File: config.mk
export PLATFORM = sky130hd
export DESIGN_NAME = mcadc_top
export DESIGN_NICKNAME = d
export VERILOG_FILES = /design/src/rtl/mcadc_pkg.sv /design/src/rtl/mcadc_chan.sv /design/src/rtl/mcadc_top.sv
export SDC_FILE = /design/constraint.sdc
export NUM_CORES = 2
export LEC_CHECK = 0
export CORE_MARGIN = 2
export CORE_UTILIZATION = 40
export CTS_CLUSTER_DIAMETER = 50
export CTS_CLUSTER_SIZE = 16
export DETAILED_ROUTE_END_ITERATION = 10
export PLACE_DENSITY_LB_ADDON = 0.05
export SLEW_MARGIN = 20
export SYNTH_ARGS = -nofsm -noshare
export SYNTH_HDL_FRONTEND = slang
export SYNTH_HIERARCHICAL = 1
export SYNTH_SLANG_ARGS = --single-unit
File: constraint.sdc
create_clock -name clk -period 4.3 [get_ports clk]
set_clock_uncertainty 0.1 [all_clocks]
set_input_delay 0.43 -clock clk [delete_from_list [all_inputs] [get_ports clk]]
set_output_delay 0.43 -clock clk [all_outputs]
set_load 0.01 [all_outputs]
File: src/rtl/mcadc_pkg.sv
package mcadc_pkg;
    localparam int NCH       = 8;
    localparam int DEPTH     = 16;
    localparam int DW        = 16;
    localparam int AW        = 12;
    localparam int CH_STRIDE = 32;
    localparam int CHW       = $clog2(NCH);
    localparam int OFFW      = $clog2(CH_STRIDE);

    localparam logic [AW-1:0] A_GCTRL = 12'h004;
    localparam logic [AW-1:0] A_GMASK = 12'h00C;
    localparam logic [AW-1:0] A_GSTAT = 12'h010;
    localparam logic [AW-1:0] CH_BASE = 12'h800;

    localparam logic [OFFW-1:0] OFF_CTRL1 = 5'h00;
    localparam logic [OFFW-1:0] OFF_LEVEL = 5'h04;
    localparam logic [OFFW-1:0] OFF_STAT  = 5'h08;
    localparam logic [OFFW-1:0] OFF_EVT   = 5'h0C;
    localparam logic [OFFW-1:0] OFF_EMASK = 5'h10;
    localparam logic [OFFW-1:0] OFF_DATA  = 5'h14;

    localparam int GEN_BIT = 17;
    localparam int GCH_LSB = 9;
    localparam int AUX_BIT = 3;

    typedef enum logic {MODE_SNAP = 1'b0, MODE_CONT = 1'b1} mode_e;
endpackage

File: src/rtl/mcadc_chan.sv
module mcadc_chan
    import mcadc_pkg::*;
#(
    parameter int DEPTH_P = DEPTH,
    parameter int DW_P    = DW
) (
    input  logic            clk,
    input  logic            rst_n,
    input  logic            glb_en_i,
    input  logic            push_i,
    input  logic [DW_P-1:0] push_data_i,
    input  logic            wr_ctrl1_i,
    input  logic            wr_level_i,
    input  logic            wr_evt_i,
    input  logic            wr_emask_i,
    input  logic            pop_i,
    input  logic [7:0]      wdata_i,
    output logic [31:0]     ctrl1_o,
    output logic [31:0]     level_o,
    output logic [31:0]     stat_o,
    output logic [31:0]     evt_o,
    output logic [31:0]     emask_o,
    output logic [DW_P-1:0] head_o,
    output logic            empty_o,
    output logic            stored_o,
    output logic            irq_o
);
    localparam int PW = $clog2(DEPTH_P);
    localparam int CW = PW + 1;

    typedef struct packed {
        logic          en;
        mode_e         mode;
        logic [5:0]    rounds;
        logic [5:0]    lvl;
        logic          lost;
        logic [7:0]    total;
        logic [2:0]    evt;
        logic [2:0]    emask;
        logic [PW-1:0] wp;
        logic [PW-1:0] rp;
        logic [CW-1:0] cnt;
    } ch_t;

    ch_t chan_d, chan_q;
    logic [DW_P-1:0] mem_q [DEPTH_P];
    logic full, empty, armed, take, store, do_pop;
    logic [2:0] cond;

    always_comb begin
        chan_d = chan_q;
        full   = (chan_q.cnt == CW'(DEPTH_P));
        empty  = (chan_q.cnt == '0);
        armed  = chan_q.en && ((chan_q.mode == MODE_CONT) || (chan_q.total < {2'b00, chan_q.rounds}));
        take   = push_i && glb_en_i && armed;
        store  = take && !full;
        do_pop = pop_i && !empty;
        if (take && full) chan_d.lost = 1'b1;
        if (store) begin
            chan_d.wp = chan_q.wp + 1'b1;
            if (chan_q.total != 8'hFF) chan_d.total = chan_q.total + 8'd1;
        end
        if (do_pop) chan_d.rp = chan_q.rp + 1'b1;
        case ({store, do_pop})
            2'b10:   chan_d.cnt = chan_q.cnt + 1'b1;
            2'b01:   chan_d.cnt = chan_q.cnt - 1'b1;
            default: chan_d.cnt = chan_q.cnt;
        endcase
        if (wr_ctrl1_i) begin
            chan_d.en     = wdata_i[0];
            chan_d.mode   = mode_e'(wdata_i[1]);
            chan_d.rounds = wdata_i[7:2];
            chan_d.total  = '0;
            chan_d.lost   = 1'b0;
        end
        if (wr_level_i) chan_d.lvl   = wdata_i[5:0];
        if (wr_emask_i) chan_d.emask = wdata_i[2:0];
        cond = {empty, full, (chan_q.lvl != 6'd0) && (8'(chan_q.cnt) >= 8'(chan_q.lvl))};
        chan_d.evt = (chan_q.evt & ~(wr_evt_i ? wdata_i[2:0] : 3'b000)) | cond;
    end

    always_ff @(posedge clk) begin
        if (!rst_n) chan_q <= '0;
        else        chan_q <= chan_d;
    end

    always_ff @(posedge clk) begin
        if (store) mem_q[chan_q.wp] <= push_data_i;
    end

    assign ctrl1_o  = {24'b0, chan_q.rounds, chan_q.mode, chan_q.en};
    assign level_o  = {26'b0, chan_q.lvl};
    assign stat_o   = {15'b0, chan_q.total, 8'(chan_q.cnt), chan_q.lost};
    assign evt_o    = {29'b0, chan_q.evt};
    assign emask_o  = {29'b0, chan_q.emask};
    assign head_o   = mem_q[chan_q.rp];
    assign empty_o  = empty;
    assign stored_o = store;
    assign irq_o    = |(chan_q.evt & chan_q.emask);

    assert_cnt_bound_R7: assert property (@(posedge clk) disable iff (!rst_n)
        chan_q.cnt <= CW'(DEPTH_P));
    assert_glb_gate_R3: assert property (@(posedge clk) disable iff (!rst_n)
        !glb_en_i |=> chan_q.cnt <= $past(chan_q.cnt));
    assert_lost_set_R7: assert property (@(posedge clk) disable iff (!rst_n)
        (push_i && glb_en_i && chan_q.en && chan_q.mode == MODE_CONT && full && !wr_ctrl1_i) |=> chan_q.lost);
    assert_snap_stop_R5: assert property (@(posedge clk) disable iff (!rst_n)
        (chan_q.mode == MODE_SNAP && chan_q.total >= {2'b00, chan_q.rounds} && !wr_ctrl1_i)
        |=> chan_q.total == $past(chan_q.total));
    assert_empty_pop_R9: assert property (@(posedge clk) disable iff (!rst_n)
        (pop_i && empty && !push_i) |=> chan_q.cnt == '0);
endmodule

File: src/rtl/mcadc_top.sv
module mcadc_top
    import mcadc_pkg::*;
(
    input  logic          clk,
    input  logic          rst_n,
    input  logic          bus_wr,
    input  logic          bus_rd,
    input  logic [AW-1:0] bus_addr,
    input  logic [31:0]   bus_wdata,
    output logic [31:0]   bus_rdata,
    input  logic          smp_valid,
    input  logic [CHW-1:0] smp_chan,
    input  logic [DW-1:0] smp_data,
    output logic          irq
);
    typedef struct packed {
        logic           gen;
        logic [NCH-1:0] gmask;
        logic [NCH-1:0] gstat;
        logic           aux;
        logic [31:0]    rdata;
    } glb_t;

    glb_t glb_d, glb_q;

    logic [AW-1:0]   rel;
    logic            ch_hit;
    logic [CHW-1:0]  ch_sel;
    logic [OFFW-1:0] off;
    logic [31:0]     c_ctrl1 [NCH];
    logic [31:0]     c_level [NCH];
    logic [31:0]     c_stat  [NCH];
    logic [31:0]     c_evt   [NCH];
    logic [31:0]     c_emask [NCH];
    logic [DW-1:0]   c_head  [NCH];
    logic [NCH-1:0]  c_empty, c_stored, ch_irq;
    logic [31:0]     rd_mux;
    logic            unused_bits;

    assign rel    = bus_addr - CH_BASE;
    assign ch_hit = (bus_addr >= CH_BASE) && (rel < AW'(NCH * CH_STRIDE));
    assign ch_sel = rel[OFFW +: CHW];
    assign off    = bus_addr[OFFW-1:0];
    assign unused_bits = ^{bus_wdata[31:18], bus_wdata[8]};

    for (genvar n = 0; n < NCH; n++) begin : g_ch
        logic sel;
        assign sel = ch_hit && (ch_sel == CHW'(n));
        mcadc_chan #(.DEPTH_P(DEPTH), .DW_P(DW)) u_chan (
            .clk        (clk),
            .rst_n      (rst_n),
            .glb_en_i   (glb_q.gen),
            .push_i     (smp_valid && (smp_chan == CHW'(n))),
            .push_data_i(smp_data),
            .wr_ctrl1_i (bus_wr && sel && off == OFF_CTRL1),
            .wr_level_i (bus_wr && sel && off == OFF_LEVEL),
            .wr_evt_i   (bus_wr && sel && off == OFF_EVT),
            .wr_emask_i (bus_wr && sel && off == OFF_EMASK),
            .pop_i      (bus_rd && sel && off == OFF_DATA),
            .wdata_i    (bus_wdata[7:0]),
            .ctrl1_o    (c_ctrl1[n]),
            .level_o    (c_level[n]),
            .stat_o     (c_stat[n]),
            .evt_o      (c_evt[n]),
            .emask_o    (c_emask[n]),
            .head_o     (c_head[n]),
            .empty_o    (c_empty[n]),
            .stored_o   (c_stored[n]),
            .irq_o      (ch_irq[n])
        );
    end

    always_comb begin
        glb_d  = glb_q;
        rd_mux = '0;
        if (bus_addr == A_GCTRL)      rd_mux[GEN_BIT] = glb_q.gen;
        else if (bus_addr == A_GMASK) rd_mux[GCH_LSB +: NCH] = glb_q.gmask;
        else if (bus_addr == A_GSTAT) begin
            rd_mux[GCH_LSB +: NCH] = glb_q.gstat;
            rd_mux[AUX_BIT]        = glb_q.aux;
        end else if (ch_hit) begin
            case (off)
                OFF_CTRL1: rd_mux = c_ctrl1[ch_sel];
                OFF_LEVEL: rd_mux = c_level[ch_sel];
                OFF_STAT:  rd_mux = c_stat[ch_sel];
                OFF_EVT:   rd_mux = c_evt[ch_sel];
                OFF_EMASK: rd_mux = c_emask[ch_sel];
                OFF_DATA:  rd_mux = c_empty[ch_sel] ? 32'h0 : {{(32-DW){1'b0}}, c_head[ch_sel]};
                default:   rd_mux = '0;
            endcase
        end
        if (bus_rd) glb_d.rdata = rd_mux;
        if (bus_wr && bus_addr == A_GCTRL) glb_d.gen   = bus_wdata[GEN_BIT];
        if (bus_wr && bus_addr == A_GMASK) glb_d.gmask = bus_wdata[GCH_LSB +: NCH];
        glb_d.gstat = (glb_q.gstat & ~((bus_wr && bus_addr == A_GSTAT) ? bus_wdata[GCH_LSB +: NCH] : '0)) | ch_irq;
        glb_d.aux   = (glb_q.aux & ~(bus_wr && bus_addr == A_GSTAT && bus_wdata[AUX_BIT])) | (|c_stored);
    end

    always_ff @(posedge clk) begin
        if (!rst_n) glb_q <= '0;
        else        glb_q <= glb_d;
    end

    assign bus_rdata = glb_q.rdata;
    assign irq       = |(glb_q.gstat & glb_q.gmask);

    assert_gstat_source_R11: assert property (@(posedge clk) disable iff (!rst_n)
        rst_n |=> ((glb_q.gstat & ~$past(glb_q.gstat)) & ~$past(ch_irq)) == '0);
    assert_empty_read_R9: assert property (@(posedge clk) disable iff (!rst_n)
        (bus_rd && ch_hit && off == OFF_DATA && c_empty[ch_sel]) |=> bus_rdata == 32'h0);
    assert_aux_origin_R12: assert property (@(posedge clk) disable iff (!rst_n)
        $rose(glb_q.aux) |-> $past(|c_stored));
endmodule

Word level (Yosys, flattened, before mapping) --
Memory sizes are Yosys's and may differ from the RTL's. A register that Yosys moved wholly into a read port is not among the register bits. Cells that the tools add are included.
Cells by class: add/sub/neg operators 41, magnitude comparators 20, eq/ne operators 54, muxes and demuxes 83, bitwise gates (word level) 41, reduce and logical (&&, ||, !) cells 210
Operators with widths (count):
- binary-select mux 32 bit (select 3 bit) | 5
- 2-to-1 mux 32 bit | 11
- one-hot mux 32 bit (6 select lines) | 1
- logical AND 1 bit | 133
- one-hot mux 5 bit (2 select lines) | 8
- adder 4 x 1 -> 4 bit, second input constant | 16
- adder 8 x 1 -> 8 bit, second input constant | 8
- < comparator 8 x 6 -> 1 bit | 8
- 2-to-1 mux 4 bit | 16
- inequality test 8 bit, second input constant | 8
- equality test 5 bit, second input constant | 10
- bitwise AND 3 bit | 16
- binary-select mux 16 bit (select 3 bit) | 1
- >= comparator 5 x 6 -> 1 bit | 8
- 2-to-1 mux 16 bit | 3
- nonzero test 6 bit | 8
- logical NOT 5 bit | 9
- adder 5 x 1 -> 5 bit, second input constant | 8
- subtractor 5 x 1 -> 5 bit, second input constant | 8
- 2-to-1 mux 15 bit | 2
- 2-to-1 mux 3 bit | 9
- equality test 3 bit, second input constant | 8
- 2-to-1 mux 8 bit | 3
- NOT 3 bit | 8
- 36 further kinds | 134
Word-level totals: flip-flop bits (word level) 386, RAM bits 2048, input bits 68, output and inout port bits 33, logic and storage cells 550, memories kept 8
Memories:
- g_ch[0].u_chan.mem_q | depth 16, bits a word 16, rd ports 1, clocked after Yosys merged registers in 1, wr ports 1, RTL line mcadc_chan.sv:46 | logic [DW_P-1:0] mem_q [DEPTH_P];
- g_ch[1].u_chan.mem_q | depth 16, bits a word 16, rd ports 1, clocked after Yosys merged registers in 1, wr ports 1, RTL line mcadc_chan.sv:46
- g_ch[2].u_chan.mem_q | depth 16, bits a word 16, rd ports 1, clocked after Yosys merged registers in 1, wr ports 1, RTL line mcadc_chan.sv:46
- g_ch[3].u_chan.mem_q | depth 16, bits a word 16, rd ports 1, clocked after Yosys merged registers in 1, wr ports 1, RTL line mcadc_chan.sv:46
- g_ch[4].u_chan.mem_q | depth 16, bits a word 16, rd ports 1, clocked after Yosys merged registers in 1, wr ports 1, RTL line mcadc_chan.sv:46
- g_ch[5].u_chan.mem_q | depth 16, bits a word 16, rd ports 1, clocked after Yosys merged registers in 1, wr ports 1, RTL line mcadc_chan.sv:46
- +2 memories

Depth between registers and ports, before layout --
word-level depth 11, mapped depth 18, mapped depth without buffers 14

Cells and area by module --
The synthesis kept the hierarchy.
Modules (own cells, without submodules):
- mcadc_chan (g_ch[0].u_chan ...) | times used 4, cells each 797, area each 13580.5 sq um, sequential area each 8608.3 sq um
- mcadc_chan (g_ch[4].u_chan ...) | times used 4, cells each 805, area each 13503.0 sq um, sequential area each 8608.3 sq um
- mcadc_top | times used 1, cells each 1220, area each 13694.4 sq um, sequential area each 1001.0 sq um

Worst setup path before layout --
Ideal clock, no wire load.
path type flip-flop to flip-flop, start register g_ch[4].u_chan.chan_q, in the netlist g_ch[4].u_chan/ctrl1_o[7], end memory g_ch[4].u_chan/mem_q[0][0] (netlist name), enable pin, library setup time 0.436 ns, arrival 3.324 ns, data required time 3.764 ns, slack 0.440 ns, cell stages (with the launch flop) 9, buffers on the path 1, clock period less this slack 3.860 ns, path through dfxtp_1 inv_1 ha_1 a2111oi_2 o2111ai_1 a21oi_2 nand2_1 buf_4 nor4b_1
On the way: longest elaborated chain between the ends 7
RTL lines:
- start, declared | RTL line mcadc_chan.sv:45 | ch_t chan_d, chan_q;
- start signal, assigned | RTL line mcadc_chan.sv:84 | else chan_q <= chan_d;
- < comparator 8 x 6 -> 1 bit | RTL line mcadc_chan.sv:54 | armed = chan_q.en && ((chan_q.mode == MODE_CONT) || (chan_q.total < {2'b00, chan_q.rounds}));
- logical OR 1 bit | RTL line mcadc_chan.sv:54
- logical AND 1 bit | RTL line mcadc_chan.sv:54
- logical AND 1 bit | RTL line mcadc_chan.sv:55 | take = push_i && glb_en_i && armed;
- logical AND 1 bit | RTL line mcadc_chan.sv:56 | store = take && !full;
- 2-to-1 mux 1 bit | RTL line mcadc_chan.sv:88 | if (store) mem_q[chan_q.wp] <= push_data_i;
- 2-to-1 mux 1 bit (implied by the code) | RTL line mcadc_chan.sv:88
- end, declared | RTL line mcadc_chan.sv:46
Every way passes these cells.

==> flow_summary.json <==
{
  "status": "finished, violations left",
  "violations": "hold timing",
  "stdcell_count": 11970,
  "port_buffers": 85,
  "dr.first_iter.drc_count": 5217,
  "syn_area_per_cell_um2": 16.00,
  "cts_num_sinks": 2466,
  "cp.required_ns": 4.93,
  "fin_crit_ns": 4.240,
  "intPower_w": 0.04280,
  "fin_tns_setup_ns": 0,
  "place_congestion": 0.8085,
  "setup_viol": 0,
  "synth-seq-cells": 2466,
  "grt_max_degree": 118,
  "power_switching_w": 0.01262,
  "routed_wl_mm": 319.6,
  "seqPwrFrac_pct": 46.6,
  "min_from": "smp_data[0]",
  "routed.top_layer": "met5",
  "rows": 202,
  "hold_path_class": "in2reg",
  "cp.arrival_ns": 4.87,
  "placed_area_um2": 122900,
  "grt_pass1_wl_mm": 456.1,
  "start_kind": "flop",
  "synth-edff-count": 2048,
  "share_clk_of_total_power_pct": 50.3,
  "hold_viol": 1,
  "wl_met2_mm": 152.7,
  "htreeDepth": 5,
  "numCtsBuffers": 320,
  "syn_to_final_growth_pct": 10.13,
  "wl_met3_mm": 14.57,
  "synth_cells": 7628,
  "dp.cells": 11350,
  "cts_tree": "built",
  "viasPerCell": 5.241,
  "clk_path_buf_depth": 4,
  "wire_per_inst_um": 26.70,
  "relSlewSlack_pct": 22.47,
  "pwr-share-comb_pct": 3.1,
  "dpl.hpwl_mm": 202.4,
  "synthFlopType": "edfxtp_1",
  "grt_overflow_total": 0,
  "clk_latency_ns": 0.92,
  "cts-root-buf": "clkbuf_16",
  "swShare_pct": 22.78,
  "ys_seq_area_share_pct": 57.25,
  "p_leak_nw": 45.29,
  "fin_util_pct": 44.31,
  "synthDistinctLibCells": 87,
  "synth_warnings": 6,
  "grt_pass1_vias": 62720,
  "cts.clk_slew.worst_paths_ns": 0.06,
  "layout-drive-gt1-share_pct": 22.23,
  "grt_antenna_before_repair": 29,
  "drc": 0,
  "grt_usage_pct": 20.48,
  "maxCapViolCount": 0,
  "period_share_pct": 98.60,
  "dieArea_um2": 309500,
  "fin_ws_ns": 0.06031,
  "nets": 7939,
  "synth_area_um2": 122000,
  "die_h_um": 556.3,
  "rsz0062_at_grt": "no",
  "core_um2": 303300,
  "pre_cts_slack_ns": -0.3292,
  "critPathMaxFanout": 22,
  "io_pins": 101,
  "num_vias": 62730,
  "drv_slew": 0,
  "worstSetupPathType": "reg2reg",
  "worstSetupEndpointType": "flop",
  "ant_nets": 0,
  "fp.dieW_um": 556.3,
  "stdcell_area_um2": 134400,
  "r2r_slack_ns": 0.06,
  "wl_met1_mm": 142.0,
  "ir_worst_vdd_v": 0.0003155,
  "pwr_density_cell_nw_per_um2": 412.4,
  "async_flop_share_pct": 0,
  "floorplan.initialDensity_pct": 40.23,
  "whs_ns": -0.003719,
  "dr.pass1.iters": 5,
  "worstMarginPinSlew_ns": 1.163,
  "clock.fmax_mhz": 235.9
}
==> metrics by stage <==
stage	total power, W	hold WS [ns]
final	0.05542	-0.003719
after global routing	0.05719	0.008822
after CTS	0.05609	0.001305
after detailed placement	0.02801	0.3444
after global placement	0.02798	0.3383
after floorplan	0.02797	0.3263
==> cells in the mapped netlist (28+ instances only) <==
| cell | number | area share [%] |
|---|---|---|
| edfxtp_1 | 2048 | 50 |
| buf_4 | 1351 | 8.3 |
| mux4_2 | 673 | 12 |
| dfxtp_1 | 418 | 6.9 |
| mux4_1 | 312 | 6.7 |
| mux2i_1 | 267 | 2.2 |
| nand2_1 | 264 | 0.81 |
| nor2b_1 | 192 | 0.98 |
| nor2_1 | 173 | 0.53 |
| ha_1 | 160 | 1.6 |
| inv_1 | 146 | 0.45 |
| a21oi_1 | 138 | 0.57 |
| nand3_1 | 138 | 0.57 |
| clkbuf_1 | 128 | 0.39 |
| buf_2 | 118 | 0.48 |
| and3_1 | 103 | 0.53 |
| and2_1 | 89 | 0.46 |
| o21ai_0 | 84 | 0.34 |
| buf_6 | 55 | 0.51 |
| o22ai_1 | 54 | 0.28 |
| nand2b_1 | 52 | 0.27 |
| nor3_1 | 46 | 0.19 |
| buf_1 | 43 | 0.13 |
| nand4_1 | 43 | 0.22 |
| xnor2_1 | 36 | 0.26 |
| a22oi_1 | 35 | 0.22 |
| a21o_1 | 28 | 0.17 |
==> worst paths after layout <==
path	cells after the start	end
worst max-delay path	10	bus_rdata[8]
worst min-delay path	1	g_ch[7].u_chan/mem_q[11][0]
worst max register to register	10	bus_rdata[8]
worst min register to register	2	bus_rdata[29]
==> power by group through the flow <==
| stage | logic, W | registers, W | clock network [W] |
|---|---|---|---|
| 2_1_floorplan | 0.00162 | 0.0264 | 0 |
| 3_3_place_gp | 0.00163 | 0.0263 | 0 |
| 3_5_place_dp | 0.00166 | 0.0263 | 0 |
| 4_1_cts | 0.00167 | 0.0258 | 0.0286 |
| 5_1_grt | 0.00187 | 0.0258 | 0.0295 |
| 6_report | 0.00170 | 0.0258 | 0.0279 |
==> repair_timing <==
action,4_1_cts,5_1_grt
hold buffers,8,1
endpoints found under the setup margin,2,3
resized for setup,3,2
endpoints found under the hold margin,194,9
setup buffers,0,6
==> sequential cells by signal (all words and copies together), names as in the netlist, named ones only <==
signal               cells
bus_rdata               32
g_ch.u_chan/chan_q      64
g_ch.u_chan/ctrl1_o     64
g_ch.u_chan/emask_o     24
g_ch.u_chan/evt_o       24
g_ch.u_chan/level_o     48
g_ch.u_chan/mem_q     2048
g_ch.u_chan/stat_o     112
glb_q                   18
==> critical path, cell delays in order (launching register included) <==
cell and delay, ns:
dfxtp_4 0.48, buf_12 0.25, mux4_1 0.60, mux4_2 0.65, mux4_2 0.56, nor3b_1 0.19, a31oi_1 0.22, buf_4 0.19
nor2_1 0.08, nor4_1 0.60, o21ai_0 0.14
==> layout make-up <==
class / count / area, µm²
diodes: 10 / 25.02
clock buffers: 355 / 8323
clock inverters: 237 / 2923
fillers: 26690 / 168900
inverters: 152 / 575.6
multi-input cells: 4298 / 43390
flip-flops and latches: 2466 / 69910
well taps: 3978 / 4977
repair buffers: 473 / 4268
==> metal layers <==
| layer | track usage [%] | vias to the layer above |
|---|---|---|
| met4 | 6.659 | 8 |
| met1 | 28.07 | 32880 |
| met2 | 33.51 | 1440 |
| li1 | - | 27950 |
| met5 | 0 | - |
| met3 | 2.984 | 454 |
==> layout by cell type (no fill, tap or decap), types with 24 or more instances in the layout <==
master / count
inv_6: 73
nor3_1: 34
mux2i_1: 267
nand4_1: 43
clkbuf_16: 323
buf_4: 351
xor2_1: 24
nor2b_1: 192
clkinvlp_4: 24
buf_12: 40
nand2b_1: 52
nand3_1: 137
edfxtp_1: 2048
clkdlybuf4s50_1: 61
mux4_2: 673
o22ai_1: 54
nand2_1: 261
dfxtp_1: 402
bufinv_16: 29
and2_1: 89
inv_1: 145
nor3b_1: 24
ha_1: 160
inv_8: 33
a21oi_1: 138
conb_1: 1008
a22oi_1: 35
and3_1: 103
mux4_1: 312
a21o_1: 28
nor2_1: 160
xnor2_1: 36
o21ai_0: 84
==> cell families after synthesis <==
family | after synthesis | share of synthesized area, %
muxes | 1258 | 21.38
and+or+nand+nor | 1236 | 5.471
DFF | 2466 | 57.25
other | 8 | 0.02461
buffers and inverters | 1864 | 10.46
AOI/OAI and AO/OA | 576 | 3.333
xor gates and xnor gates | 60 | 0.4306
adders and majority gates | 160 | 1.641
No activity file was read; power rests on OpenSTA's default activity.
